**config.mk**
```make
export PLATFORM = sky130hd
export DESIGN_NAME = qspike_neuron
export DESIGN_NICKNAME = d
export VERILOG_FILES = /design/src/rtl/qspike_neuron.sv
export SDC_FILE = /design/constraint.sdc
export NUM_CORES = 2
export LEC_CHECK = 0
export BUFFER_PORTS_ARGS = -buffer_cell sky130_fd_sc_hd__buf_2
export CAP_MARGIN = 40
export CORE_MARGIN = 10
export CORE_UTILIZATION = 50
export DETAILED_ROUTE_END_ITERATION = 10
export GPL_TIMING_DRIVEN = 0
export PLACE_DENSITY_LB_ADDON = 0.05
export SLEW_MARGIN = 5
export SYNTH_ARGS = -nofsm -noshare
export SYNTH_HDL_FRONTEND = slang
export SYNTH_SLANG_ARGS = --single-unit
```
**constraint.sdc**
```tcl
create_clock -name clk -period 19.3 [get_ports clk]
set_input_delay 1.93 -clock clk [delete_from_list [all_inputs] [get_ports clk]]
set_output_delay 1.93 -clock clk [all_outputs]
set_load 0.02 [all_outputs]
```
**src/rtl/qspike_neuron.sv**
```systemverilog
module qspike_neuron #(
  parameter int W      = 16,
  parameter int FRAC   = 8,
  parameter int CFRAC  = 15,
  parameter int KQUAD  = 2621,
  parameter int KSH    = 16,
  parameter int THR_MV = 30,
  parameter int BIAS_MV = 140,
  parameter int A_INIT = 655,
  parameter int B_INIT = 6554,
  parameter int C_INIT = -16640,
  parameter int D_INIT = 2048
) (
  input  logic                clk,
  input  logic                rst,
  input  logic                prm_wr,
  input  logic [1:0]          prm_sel,
  input  logic [W-1:0]        prm_data,
  input  logic                step_en,
  input  logic signed [W-1:0] cur_in,
  output logic                out_valid,
  output logic                spike,
  output logic signed [W-1:0] v_out,
  output logic signed [W-1:0] u_out
);

  localparam int XW = 3 * W;
  localparam logic signed [XW-1:0] XMAX = XW'((64'sd1 <<< (W-1)) - 1);
  localparam logic signed [XW-1:0] XMIN = -XMAX - 1;
  localparam logic signed [XW-1:0] KQ   = XW'(KQUAD);
  localparam logic signed [XW-1:0] BIAS = XW'(BIAS_MV <<< FRAC);
  localparam logic signed [W-1:0]  THR  = W'(THR_MV <<< FRAC);
  localparam longint BC_RAW = (longint'(B_INIT) * longint'(C_INIT)) >>> CFRAC;
  localparam longint UMAX = (64'sd1 <<< (W-1)) - 1;
  localparam logic signed [W-1:0] U_RST =
    W'((BC_RAW > UMAX) ? UMAX : (BC_RAW < -UMAX - 1) ? (-UMAX - 1) : BC_RAW);

  function automatic logic signed [W-1:0] clip(input logic signed [XW-1:0] x);
    if (x > XMAX)      clip = XMAX[W-1:0];
    else if (x < XMIN) clip = XMIN[W-1:0];
    else               clip = x[W-1:0];
  endfunction

  logic signed [W-1:0] a_q, b_q, c_q, d_q, v_q, u_q;
  logic                valid_q, spike_q;

  logic signed [XW-1:0] vx, ux, ix, ax, bx, dx;
  logic signed [XW-1:0] vsq, quad, vsum, bv, du;
  logic signed [W-1:0]  v_upd, u_upd, u_bump;
  logic                 fire;

  assign vx = XW'(v_q);
  assign ux = XW'(u_q);
  assign ix = XW'(cur_in);
  assign ax = XW'(a_q);
  assign bx = XW'(b_q);
  assign dx = XW'(d_q);

  assign vsq  = vx * vx;
  assign quad = (vsq * KQ) >>> (FRAC + KSH);
  assign vsum = vx + quad + (vx <<< 2) + vx + BIAS - ux + ix;
  assign v_upd = clip(vsum);

  assign bv = (bx * vx) >>> CFRAC;
  assign du = (ax * (bv - ux)) >>> CFRAC;
  assign u_upd  = clip(ux + du);
  assign u_bump = clip(ux + du + dx);

  assign fire = (v_upd >= THR);

  always_ff @(posedge clk) begin
    if (rst) begin
      a_q <= W'(A_INIT);
      b_q <= W'(B_INIT);
      c_q <= W'(C_INIT);
      d_q <= W'(D_INIT);
    end else if (prm_wr) begin
      case (prm_sel)
        2'd0:    a_q <= prm_data;
        2'd1:    b_q <= prm_data;
        2'd2:    c_q <= prm_data;
        default: d_q <= prm_data;
      endcase
    end
  end

  always_ff @(posedge clk) begin
    if (rst) begin
      v_q     <= W'(C_INIT);
      u_q     <= U_RST;
      valid_q <= 1'b0;
      spike_q <= 1'b0;
    end else begin
      valid_q <= step_en;
      spike_q <= step_en & fire;
      if (step_en) begin
        v_q <= fire ? c_q : v_upd;
        u_q <= fire ? u_bump : u_upd;
      end
    end
  end

  assign out_valid = valid_q;
  assign spike     = spike_q;
  assign v_out     = v_q;
  assign u_out     = u_q;

  p_valid_follows_r8: assert property (@(posedge clk) disable iff (rst)
    step_en |=> out_valid);
  p_no_stray_valid_r8: assert property (@(posedge clk) disable iff (rst)
    !step_en |=> !out_valid);
  p_spike_with_valid_r8: assert property (@(posedge clk) disable iff (rst)
    spike |-> out_valid);
  p_hold_state_r9: assert property (@(posedge clk) disable iff (rst)
    !step_en |=> ($stable(v_out) && $stable(u_out)));
  p_below_thr_r5: assert property (@(posedge clk) disable iff (rst)
    (out_valid && !spike) |-> (v_out < THR));
  p_reset_level_r6: assert property (@(posedge clk) disable iff (rst)
    (step_en && !prm_wr) |=> (spike |-> (v_out == $past(c_q))));

endmodule

```
==> qor.yml <==
maxCapViolCount: 0
slew_headroom_pct: 37.16
hold_viol_final: 0
gp_congestion: 0.9144
numCtsBuffers: 9
yosysSeqAreaShare_pct: 4.455
crit_slowest_cell: "fa_1"
period_needed_ns: 18.35
setup_violations: 0
synth_commonest_cells: "1256 x inv_1, 976 x fa_1, 543 x nand2_1"
synth_mux_area_share_pct: 0.3807
postCtsHoldBufs: 0
cp_slowest_stage_delay_ns: 0.57
vias: 32540
ys_ff_latch: 98
drt-total-wl_um: 122400
outcome: "complete, no violations"
r2r_slack_ns: 0.95
async_flop_share_pct: 0
io_buffers: 69
first_global_vias: 34320
critPathRequiredTime_ns: 19.59
synth.area.top_cells: "fa_1 44%, ha_1 14%, inv_1 11%"
cts_tree: "done"
drv_slew: 0
finalNonFillerCells: 6195
clk_pin_slew_ns: 0.07
fin_nets: 6554
wl_per_cell_um: 19.77
first_pass_iters: 5
postRouteAntennaNets: 0
crit_fanout: 10
cts-root-buf: "clkbuf_16"
setup-tns-final_ns: 0
clkSinkCount: 98
synth_edf_count: 0
holdWs_ns: 0.4665
hp-class: "reg2reg"
core_um2: 87020
synthSimpleGateAreaFrac_pct: 12.90
drive_above_1_share_pct: 4.962
initial_core_util_pct: 50.61
chipHeight_um: 316.8
htree_levels: 3
worstMarginPinSlew_ns: 0.9359
postSynthCellCount: 4925
final_util_pct: 53.78
vias_per_cell: 5.253
critPathMostFrequentCell: "fa_1"
synth_warnings: 0
synth.most_common_cell: "inv_1"
syn_area_um2: 44040
yosys.cell_types.count: 88
synth_top_family_by_area: "adder cells"
crit_path_start_kind: "register"
skew_ns: 0.008787
grt_overflow_total: 0
grt_first_pass_wirelength_um: 195600
pin_count: 72
antenna_found_initial: 4
die_w_um: 316.8
cp.arrival_ns: 18.63
synth-compound-area-share_pct: 7.833
synth_largest_area_cell: "fa_1"
syn_to_final_growth_pct: 6.267
post-dp-hpwl_um: 107000
route.detailed.drc: 0
clk_latency_ns: 0.36
synthFlopType: "dfxtp_1"
clk_path_buf_depth: 2
synth.top_cell.area_share_pct: 44.37
row_count: 108
track_usage_pct: 25.33
drt_iter0_markers: 1988
fin_crit_sh_pct: 95.06
fillCellCount: 8398
synth_xor_area_share_pct: 3.500
synth_nets: 6446
die-area_um2: 100400
clock.fmax_mhz: 54.51
syn_avg_cell_area_um2: 8.942
synth_adder_area_share_pct: 58.77
path_class: "reg2reg"
grt_max_degree: 19
dp_cells: 6173
endpoint_kind: "register"
[cells by family after synthesis]
kind of cell,after synthesis
fa+ha+maj,1483
buf+inv,1420
simple gates,1210
compound gates,522
xor+xnor,176
flops,98
mux,15
other cells,1
[metal layers]
layer,global-route usage [%],vias up,wire length (µm)
li1,-,15120,-
met1,36.10,16420,54550
met2,39.39,879,54990
met3,5.836,122,10490
met4,4.728,0,2409
met5,0,-,0
[state kept, by name (all words and copies together), names as in the netlist]
name / cells
u_out: 16
c_q: 16
spike: 1
out_valid: 1
v_out: 16
d_q: 16
b_q: 16
a_q: 16
[worst max-delay path: cells and delay by family, from the launching register on]
| family | cells | cell delay (ns) |
|---|---|---|
| adders and majority gates | 17 | 7.40 |
| AOI/OAI and AO/OA | 30 | 5.67 |
| and+or+nand+nor | 11 | 2.34 |
| buffers and inverters | 11 | 1.22 |
| xor gates and xnor gates | 5 | 1.07 |
| DFF | 1 | 0.53 |
[timing repair]
action | CTS | global route
cloned | 0 | 0
gates resized for setup | 64 | 112
pin swaps | 3 | 12
setup endpoints to repair | 16 | 16
buffers inserted | 2 | 7
[layout by cell type (no fill, tap or decap), types with 8 or more instances in the layout]
master	n
inv_1	1256
fa_1	976
nand2_1	543
ha_1	507
and2_1	249
nor2_1	202
a21oi_1	155
xnor2_1	124
clkbuf_1	92
o21ai_0	79
dfxtp_1	79
buf_2	77
a21o_1	58
nand3_1	43
xor2_1	42
nor3_1	34
o21a_1	32
nor2b_1	31
nand2b_1	31
o211ai_1	26
a211oi_1	25
clkbuf_2	23
buf_4	22
and3_1	18
a221o_1	16
clkbuf_4	13
dfxtp_2	13
o21bai_1	12
buf_6	12
a31oi_1	11
mux2i_1	10
or3_1	9
nand4_1	9
clkbuf_16	9
a221oi_1	8
[cell type report]
cell class	instances	area, µm²	area share [%]
Inverter	1266	4752	10.15
Clock inverter	6	96.34	0.2059
Timing Repair Buffer	103	656.9	1.404
Buffer	148	719.4	1.537
Sequential cell	98	2001	4.275
Tap cell	1155	1445	3.088
Clock buffer	10	229.0	0.4893
Multi-Input combinational cell	3407	36900	78.84
Antenna cell	2	5.005	0.01069
[stage by stage]
step / setup WS (ns) / instance area, µm²
2_1_floorplan: 2.006 / 44040
3_3_place_gp: -2.130 / 45830
3_5_place_dp: -1.864 / 46070
4_1_cts: 0.006569 / 46530
5_1_grt: -0.007573 / 46790
6_report: 0.9539 / 46800
[worst paths after layout]
check | from | endpoint | cells past startpoint
worst max-delay path | v_out[4] | u_out[6] | 74
worst min-delay path | c_q[6] | c_q[6] | 2
worst max register to register | v_out[4] | u_out[6] | 74
worst min register to register | c_q[6] | c_q[6] | 2
Power is left out: the tool's default activity adds up to more than one toggle a clock period on the data nets, which glitch-free logic cannot reach.
